<file path="src/rtl/irq_router_pkg.sv">
package irq_router_pkg;
  typedef struct packed {
    logic [7:0] dest;
    logic       mask;
    logic       trig_lvl;
    logic       pol_low;
    logic       dst_logical;
    logic [2:0] dmode;
    logic [7:0] vector;
  } route_cfg_t;

  typedef struct packed {
    logic [7:0] dest;
    logic       dst_logical;
    logic [2:0] dmode;
    logic [7:0] vector;
  } route_msg_t;

  localparam route_cfg_t CFG_RESET = '{mask: 1'b1, default: '0};

  localparam logic [4:0] OFS_SEL = 5'h00;
  localparam logic [4:0] OFS_WIN = 5'h10;
  localparam logic [7:0] IDX_ID  = 8'h00;
  localparam logic [7:0] IDX_VER = 8'h01;
  localparam logic [7:0] IDX_ARB = 8'h02;
  localparam logic [7:0] IDX_TBL = 8'h10;
endpackage

</file>
<file path="src/rtl/irq_router_regs.sv">
module irq_router_regs
  import irq_router_pkg::*;
#(
  parameter int unsigned NUM_PINS = 24,
  parameter logic [7:0]  VERSION  = 8'h11
) (
  input  logic                              clk_i,
  input  logic                              rst_ni,
  input  logic [4:0]                        addr_i,
  input  logic                              wr_i,
  input  logic [31:0]                       wdata_i,
  output logic [31:0]                       rdata_o,
  input  logic [NUM_PINS-1:0]               ds_i,
  input  logic [NUM_PINS-1:0]               rirr_i,
  output route_cfg_t [NUM_PINS-1:0]         cfg_o
);
  localparam logic [7:0] TBL_END = 8'(32'(IDX_TBL) + 2 * NUM_PINS);
  localparam logic [7:0] TOP_ENT = 8'(NUM_PINS - 1);

  logic [7:0]  idx_q;
  logic [3:0]  id_q;
  route_cfg_t  cfg_q [NUM_PINS];
  logic [7:0]  tbl_off;
  logic [6:0]  ent;
  logic        in_tbl, win_wr;
  route_cfg_t  sel_cfg;
  logic        sel_ds, sel_rirr;
  logic [31:0] win_rd;
  logic        unused_bits;

  assign unused_bits = ^{wdata_i[23:17], wdata_i[14], wdata_i[12]};
  assign tbl_off = idx_q - IDX_TBL;
  assign ent     = tbl_off[7:1];
  assign in_tbl  = (idx_q >= IDX_TBL) && (idx_q < TBL_END);
  assign win_wr  = wr_i && (addr_i == OFS_WIN);

  always_ff @(posedge clk_i or negedge rst_ni) begin
    if (!rst_ni) begin
      idx_q <= '0;
      id_q  <= '0;
    end else begin
      if (wr_i && addr_i == OFS_SEL) idx_q <= wdata_i[7:0];
      if (win_wr && idx_q == IDX_ID) id_q <= wdata_i[27:24];
    end
  end

  always_ff @(posedge clk_i or negedge rst_ni) begin
    if (!rst_ni) begin
      for (int n = 0; n < NUM_PINS; n++) cfg_q[n] <= CFG_RESET;
    end else if (win_wr && in_tbl) begin
      for (int n = 0; n < NUM_PINS; n++) begin
        if (ent == 7'(n)) begin
          if (idx_q[0]) begin
            cfg_q[n].dest <= wdata_i[31:24];
          end else begin
            cfg_q[n].vector      <= wdata_i[7:0];
            cfg_q[n].dmode       <= wdata_i[10:8];
            cfg_q[n].dst_logical <= wdata_i[11];
            cfg_q[n].pol_low     <= wdata_i[13];
            cfg_q[n].trig_lvl    <= wdata_i[15];
            cfg_q[n].mask        <= wdata_i[16];
          end
        end
      end
    end
  end

  for (genvar n = 0; n < NUM_PINS; n++) begin : g_cfg
    assign cfg_o[n] = cfg_q[n];
  end

  always_comb begin
    sel_cfg  = '0;
    sel_ds   = 1'b0;
    sel_rirr = 1'b0;
    for (int n = 0; n < NUM_PINS; n++) begin
      if (ent == 7'(n)) begin
        sel_cfg  = cfg_q[n];
        sel_ds   = ds_i[n];
        sel_rirr = rirr_i[n];
      end
    end
    win_rd = '0;
    if (idx_q == IDX_ID || idx_q == IDX_ARB) begin
      win_rd = {4'b0, id_q, 24'b0};
    end else if (idx_q == IDX_VER) begin
      win_rd = {8'b0, TOP_ENT, 8'b0, VERSION};
    end else if (in_tbl) begin
      if (idx_q[0]) win_rd = {sel_cfg.dest, 24'b0};
      else          win_rd = {15'b0, sel_cfg.mask, sel_cfg.trig_lvl, sel_rirr,
                              sel_cfg.pol_low, sel_ds, sel_cfg.dst_logical,
                              sel_cfg.dmode, sel_cfg.vector};
    end
  end

  always_comb begin
    if (addr_i == OFS_SEL)      rdata_o = {24'b0, idx_q};
    else if (addr_i == OFS_WIN) rdata_o = win_rd;
    else                        rdata_o = '0;
  end
endmodule

</file>
<file path="src/rtl/irq_router_pin.sv">
module irq_router_pin (
  input  logic       clk_i,
  input  logic       rst_ni,
  input  logic       pin_i,
  input  logic       pol_low_i,
  input  logic       trig_lvl_i,
  input  logic       mask_i,
  input  logic [7:0] vector_i,
  input  logic       launch_i,
  input  logic       accept_i,
  input  logic       eoi_valid_i,
  input  logic [7:0] eoi_vector_i,
  output logic       req_o,
  output logic       ds_o,
  output logic       rirr_o
);
  logic act, rise, eoi_hit;
  logic samp_q, edge_pend_q, rirr_q, ds_q;

  assign act     = pin_i ^ pol_low_i;
  assign rise    = act & ~samp_q;
  assign eoi_hit = eoi_valid_i && (eoi_vector_i == vector_i);

  always_ff @(posedge clk_i or negedge rst_ni) begin
    if (!rst_ni) begin
      samp_q      <= 1'b0;
      edge_pend_q <= 1'b0;
      rirr_q      <= 1'b0;
      ds_q        <= 1'b0;
    end else begin
      samp_q <= act;
      // an edge seen while masked is dropped
      edge_pend_q <= trig_lvl_i ? 1'b0 : ((edge_pend_q & ~accept_i) | (rise & ~mask_i));
      if (!trig_lvl_i)   rirr_q <= 1'b0;
      else if (accept_i) rirr_q <= 1'b1;
      else if (eoi_hit)  rirr_q <= 1'b0;
      if (launch_i)      ds_q <= 1'b1;
      else if (accept_i) ds_q <= 1'b0;
    end
  end

  assign req_o  = ~mask_i & ~ds_q & (trig_lvl_i ? (samp_q & ~rirr_q) : edge_pend_q);
  assign ds_o   = ds_q;
  assign rirr_o = rirr_q;

  assert_mask_blocks_R8: assert property (@(posedge clk_i) disable iff (!rst_ni)
    launch_i |-> !mask_i);
  assert_rirr_cause_R7: assert property (@(posedge clk_i) disable iff (!rst_ni)
    $rose(rirr_q) |-> $past(accept_i && trig_lvl_i));
  assert_rirr_hold_R7: assert property (@(posedge clk_i) disable iff (!rst_ni)
    (rirr_q && trig_lvl_i && !eoi_hit) |=> rirr_q);
  assert_ds_hold_R9: assert property (@(posedge clk_i) disable iff (!rst_ni)
    (ds_q && !accept_i) |=> ds_q);
endmodule

</file>
<file path="src/rtl/irq_router_arb.sv">
module irq_router_arb
  import irq_router_pkg::*;
#(
  parameter int unsigned NUM_PINS = 24
) (
  input  logic                      clk_i,
  input  logic                      rst_ni,
  input  logic [NUM_PINS-1:0]       req_i,
  input  route_msg_t [NUM_PINS-1:0] cand_i,
  input  logic                      msg_ready_i,
  output logic [NUM_PINS-1:0]       launch_o,
  output logic [NUM_PINS-1:0]       accept_o,
  output logic                      msg_valid_o,
  output route_msg_t                msg_o
);
  localparam int unsigned IDX_W = (NUM_PINS > 1) ? $clog2(NUM_PINS) : 1;

  logic [IDX_W-1:0] pick, src_q;
  logic             hit, valid_q;
  route_msg_t       msg_q;

  always_comb begin
    pick = '0;
    hit  = 1'b0;
    for (int i = NUM_PINS - 1; i >= 0; i--) begin
      if (req_i[i]) begin
        pick = IDX_W'(i);
        hit  = 1'b1;
      end
    end
    launch_o = '0;
    accept_o = '0;
    if (hit && !valid_q)        launch_o[pick]  = 1'b1;
    if (valid_q && msg_ready_i) accept_o[src_q] = 1'b1;
  end

  always_ff @(posedge clk_i or negedge rst_ni) begin
    if (!rst_ni) begin
      valid_q <= 1'b0;
      src_q   <= '0;
      msg_q   <= '0;
    end else if (!valid_q) begin
      if (hit) begin
        valid_q <= 1'b1;
        src_q   <= pick;
        msg_q   <= cand_i[pick];
      end
    end else if (msg_ready_i) begin
      valid_q <= 1'b0;
    end
  end

  assign msg_valid_o = valid_q;
  assign msg_o       = msg_q;

  assert_msg_stable_R9: assert property (@(posedge clk_i) disable iff (!rst_ni)
    (valid_q && !msg_ready_i) |=> (valid_q && $stable(msg_q)));
endmodule

</file>
<file path="src/rtl/irq_router.sv">
module irq_router
  import irq_router_pkg::*;
#(
  parameter int unsigned NUM_PINS = 24,
  parameter logic [7:0]  VERSION  = 8'h11
) (
  input  logic                clk_i,
  input  logic                rst_ni,
  input  logic [4:0]          addr_i,
  input  logic                wr_i,
  input  logic [31:0]         wdata_i,
  output logic [31:0]         rdata_o,
  input  logic [NUM_PINS-1:0] pin_i,
  output logic                msg_valid_o,
  input  logic                msg_ready_i,
  output logic [7:0]          msg_vector_o,
  output logic [2:0]          msg_dmode_o,
  output logic                msg_dst_logical_o,
  output logic [7:0]          msg_dest_o,
  input  logic                eoi_valid_i,
  input  logic [7:0]          eoi_vector_i
);
  route_cfg_t [NUM_PINS-1:0] cfg;
  route_msg_t [NUM_PINS-1:0] cand;
  route_msg_t                msg;
  logic [NUM_PINS-1:0]       ds, rirr, req, launch, accept;

  irq_router_regs #(.NUM_PINS(NUM_PINS), .VERSION(VERSION)) u_regs (
    .clk_i, .rst_ni, .addr_i, .wr_i, .wdata_i, .rdata_o,
    .ds_i(ds), .rirr_i(rirr), .cfg_o(cfg)
  );

  for (genvar n = 0; n < NUM_PINS; n++) begin : g_pin
    assign cand[n] = '{dest: cfg[n].dest, dst_logical: cfg[n].dst_logical,
                       dmode: cfg[n].dmode, vector: cfg[n].vector};
    irq_router_pin u_pin (
      .clk_i, .rst_ni,
      .pin_i(pin_i[n]), .pol_low_i(cfg[n].pol_low), .trig_lvl_i(cfg[n].trig_lvl),
      .mask_i(cfg[n].mask), .vector_i(cfg[n].vector),
      .launch_i(launch[n]), .accept_i(accept[n]),
      .eoi_valid_i, .eoi_vector_i,
      .req_o(req[n]), .ds_o(ds[n]), .rirr_o(rirr[n])
    );
  end

  irq_router_arb #(.NUM_PINS(NUM_PINS)) u_arb (
    .clk_i, .rst_ni, .req_i(req), .cand_i(cand), .msg_ready_i,
    .launch_o(launch), .accept_o(accept), .msg_valid_o, .msg_o(msg)
  );

  assign msg_vector_o      = msg.vector;
  assign msg_dmode_o       = msg.dmode;
  assign msg_dst_logical_o = msg.dst_logical;
  assign msg_dest_o        = msg.dest;

  assert_ds_single_R9: assert property (@(posedge clk_i) disable iff (!rst_ni)
    $onehot0(ds));
  assert_ds_tracks_msg_R9: assert property (@(posedge clk_i) disable iff (!rst_ni)
    msg_valid_o == (|ds));
endmodule

</file>
<file path="config.mk">
export PLATFORM = sky130hd
export DESIGN_NAME = irq_router
export DESIGN_NICKNAME = d
export VERILOG_FILES = /design/src/rtl/irq_router_pkg.sv /design/src/rtl/irq_router_regs.sv /design/src/rtl/irq_router_pin.sv /design/src/rtl/irq_router_arb.sv /design/src/rtl/irq_router.sv
export SDC_FILE = /design/constraint.sdc
export NUM_CORES = 2
export LEC_CHECK = 0
export ABC_AREA = 1
export BUFFER_PORTS_ARGS = -buffer_cell sky130_fd_sc_hd__buf_2
export CAP_MARGIN = 20
export CORE_MARGIN = 10
export CORE_UTILIZATION = 45
export CTS_BUF_LIST = sky130_fd_sc_hd__clkbuf_16
export DETAILED_ROUTE_END_ITERATION = 7
export PLACE_DENSITY = 0.65
export SYNTH_ARGS = -nofsm -noshare
export SYNTH_HDL_FRONTEND = slang
export SYNTH_SLANG_ARGS = --single-unit
</file>
<file path="constraint.sdc">
create_clock -name clk_i -period 8.9 [get_ports clk_i]
set_input_delay 2.67 -clock clk_i [delete_from_list [all_inputs] [get_ports clk_i]]
set_output_delay 2.67 -clock clk_i [all_outputs]
set_load 0.05 [all_outputs]
</file>
==> impl_results.md <==
- Run status: complete, no violations
- Via count: 37600
- Commonest cells after routing, fill and taps aside: 2065 x nand2_1, 670 x o21ai_0, 662 x dfrtp_1
- DP Wirelength: 95900 um
- Slew at the pin closest to its max-slew limit: approximately 1.2 ns
- Hold Crit Endpoint: g_pin[23].u_pin.edge_pend_q
- Yosys warning total: 0
- Worst Hold Margin: 0.480 ns
- CP Capture Type: output port
- Leading area contributor after synthesis: dfrtp_1
- RSZ-0062 raised after global routing: false
- Pin count of the biggest net entering global routing: about 160
- Xor-xnor portion of the synthesized cell area: 0.0195
- WL/cell: 21.1 um
- Critical path data arrival time: about 5.5 ns
- Hold violation count in the final report: 0
- Synth top area cells: dfrtp_1 43%, nand2_1 20%, o21ai_0 8.7%, nand3_1 4.5%, inv_1 3.4%
- Clock tree buffer depth: 3
- Headroom to the max-slew limit: 0.224
- Cell depth of the worst min-delay path: 1
- Post-CTS repair timing setup buffer count: 0
- Number of H-tree levels: 3
- Synthesized instance count: about 5400
- Reg2Reg Launch Point: u_regs.cfg_o[520]
- Total global routing track utilization: 0.275
- Peak supply drop: between 0.0006 and 0.0007 V
- Per-cell via count in the routed design: ~5.7
- Total negative setup slack: 0 ns
- Wire length of the first global-routing pass: 213000 um
- Ratio of cells with drive above 1 in the final layout: 0.0664
- Count of state elements after synthesis: slightly below 700
- Final Cycle Share: 0.915
- Die Area: 97900 um2
- Synth Cell Area: 38600 um2
- Critical path start-end classification: register to output port
- Post-CTS resize count: 0
- Buffer cell driving the clock tree root: clkbuf_16
- Summed area of non-filler cells in the final layout: between 40000 and 50000 um2
- Clock tree from TritonCTS: yes
- Combinational family with the most area after synthesis: simple AND/OR/NAND/NOR gates
- Count of pins over their slew limit: 0
- Area added between synthesis and finish: 9.29%
- Post-synthesis compound-gate area fraction: 0.156
- Clock transition time at the flip-flop clock pins of the worst setup and hold paths: 0.06 ns
- Routability congestion estimate: 0.911
- Library cells used by synthesis: 46
- Adder-Cell Fraction of Synth Area: 0.000973
- Final #Nets: 5424
- Static Leak: between 0.015 and 0.02 uW
- ANT nets after route: 0
- Sequential-to-total area share from yosys stat: 0.446
- Setup slack of the worst register-to-register path: between 3 and 4 ns
- Area share of and/or/nand/nor cells after synthesis: 0.303
- Grt ovf: 0
- I/O Buffers: around 110
- Top-Level Pins: between 100 and 150
- Number of antenna violations at the first check in global routing: 3
- Most common library cell in the layout ignoring fill and taps: nand2_1
- Initial drt markers: between 4000 and 5000
- Portion of synthesized cell area occupied by the leading cell type: 0.429
- Vias in the first global route: between 30000 and 40000
- Number of standard cells in the final layout excluding fillers: approximately 6600
- Endpoints failing setup: 0
- Number of CTS-inserted buffers: 80
- Chip height: between 300 and 400 um
- Routed WL: 138000 um
- Worst min-delay path startpoint: u_regs.cfg_o[542]
- Highest attainable clock frequency: between 0.1 and 0.15 GHz
- Length in cells of the worst reg-to-reg path: 31
- Diode insertion count for antenna repair: 0
- Multiplexer share of the synthesized area: 0
- Clock latency on the worst-skew pair: ~0.64 ns
- CTS hold repair buffers: 0
- Synth async-reset ratio: 1.00
- Total cell area at the placement stage: roughly 40000 um2
- Top fanout value on the critical path: just over 40
- Most common flop cell mapped by yosys: dfrtp_1
- Number of enable-type register cells in the synthesized netlist: 0
- Final worst path period need: around 8.1 ns
- Kind of path behind the tightest hold check: register to register
- DR DRC count: 0
- Starting utilization of the core area: 0.453
- Ratio of total power to cell area: between 200 and 300 nW/um2
- Core Rows: around 110
- Number of search-and-repair iterations in the first detailed-routing pass: 8
- Capture point of the worst reg-to-reg path: g_pin[3].u_pin.ds_o
- Worst EP required: 6.23 ns
- Placed instance count: roughly 6400
- Chip Width: roughly 310 um
- Clock sink total: slightly below 700
- Core outline area: around 85000 um2
- Kind of start point of the critical path: register
- Max-cap violations: 0
- Worst Clk Skew: 0.0187 ns
- Synthesized area per cell: ~7.1 um2
synth_stat cells (4+ instances only):
master	instances
nand2_1	2066
o21ai_0	670
dfrtp_1	662
nand3_1	347
inv_1	346
clkbuf_1	290
nor2_1	262
a21oi_1	209
nand4_1	99
xor2_1	57
o2111ai_1	48
o22ai_1	46
nand3b_1	36
nor3_1	30
xnor2_1	29
buf_2	27
a221oi_1	25
dfstp_2	24
or2_2	19
buf_4	18
buf_1	16
o211ai_1	16
a21boi_0	15
buf_6	13
o221ai_1	11
o41ai_1	9
a2111oi_0	8
clkinv_1	8
a211oi_1	6
nor4_1	5
o31ai_1	4
o32ai_1	4
registers in the layout, indices dropped and copies added (netlist names), 4 cells and up:
| name | cells |
|---|---|
| g_pin.u_pin.ds_o | 24 |
| g_pin.u_pin.rirr_o | 24 |
| g_pin.u_pin.samp_q | 24 |
| u_arb.msg_o | 20 |
| u_arb.src_q | 5 |
| u_regs.cfg_o | 552 |
| g_pin.u_pin.edge_pend_q | 24 |
| u_regs.id_q | 4 |
| u_regs.idx_q | 8 |
cell families (layout without fill, tap and decap cells):
kind of cell	after synthesis	in the layout
AOI/OAI and AO/OA	1083	1083
other	1	4
adders and majority gates	3	3
and+or+nand+nor	2867	2867
DFF	686	686
xor gates and xnor gates	86	86
buffers and inverters	721	679
critical path, stage by stage (launching register included):
cell	delay, ns
dfrtp_1	0.46
inv_1	0.16
ha_1	0.23
xnor2_1	0.18
nand2_1	0.13
nor2_4	0.14
buf_4	0.44
inv_1	0.26
nor2_2	0.13
buf_4	0.34
inv_1	0.32
o21ai_0	0.27
o2111ai_1	0.16
a21oi_1	0.18
nand4_1	0.12
o21ai_0	0.13
nand3_1	0.12
nand2_1	0.09
nand3_1	0.07
nor3_1	0.23
nand4_1	0.14
nand2_1	0.08
nand2_1	0.05
nand2_1	0.06
nand2_1	0.06
buf_2	0.21
routing by layer:
layer / routed length [um] / vias up / track usage
met1: 57300 / 17900 / 0.377
li1: - / 17600 / -
met5: 25 / - / 0
met2: 61500 / 1786 / 0.425
met3: 12200 / 295 / 0.0413
met4: 6970 / 4 / 0.128
where the power goes:
| group | total [uW] | internal, uW | switching, uW |
|---|---|---|---|
| clock | 3140 | 1770 | 1370 |
| combinational | 4050 | 815 | 3230 |
| sequential | 3370 | 3240 | 130 |
| total | 10600 | 5820 | 4730 |
worst max path at each step:
| stage | end | slack (ns) | start | depth (start not counted) |
|---|---|---|---|---|
| floorplan | rdata_o[10] | 1.88 | addr_i[3] | 7 |
| global placement | rdata_o[6] | 1.51 | addr_i[3] | 13 |
| detailed placement | rdata_o[6] | 1.47 | u_regs.idx_q[5] | 23 |
| CTS | rdata_o[6] | 0.79 | u_regs.idx_q[5] | 23 |
| global route | rdata_o[0] | 0.42 | u_regs.idx_q[5] | 25 |
| finish | rdata_o[0] | 0.75 | u_regs.idx_q[5] | 25 |
stage by stage:
step | total power [uW] | utilization | setup WS (ns)
after floorplan | 6050 | - | 1.88
final | 10600 | 0.495 | 0.752
after detailed placement | 7350 | 0.467 | 1.47
after global placement | 7330 | 0.466 | 1.51
after CTS | 10500 | 0.495 | 0.787
after global routing | 11000 | 0.495 | 0.418
final cells by class:
type	count	area (um2)
fill	8577	43000
timing repair buffer	179	1170
sequential	686	17200
multi-input combinational	4043	18600
tap	1144	1430
clock buffer	83	2080
inverter	357	1340
clock inverter	60	352
Power figures use the tool's default switching activity.
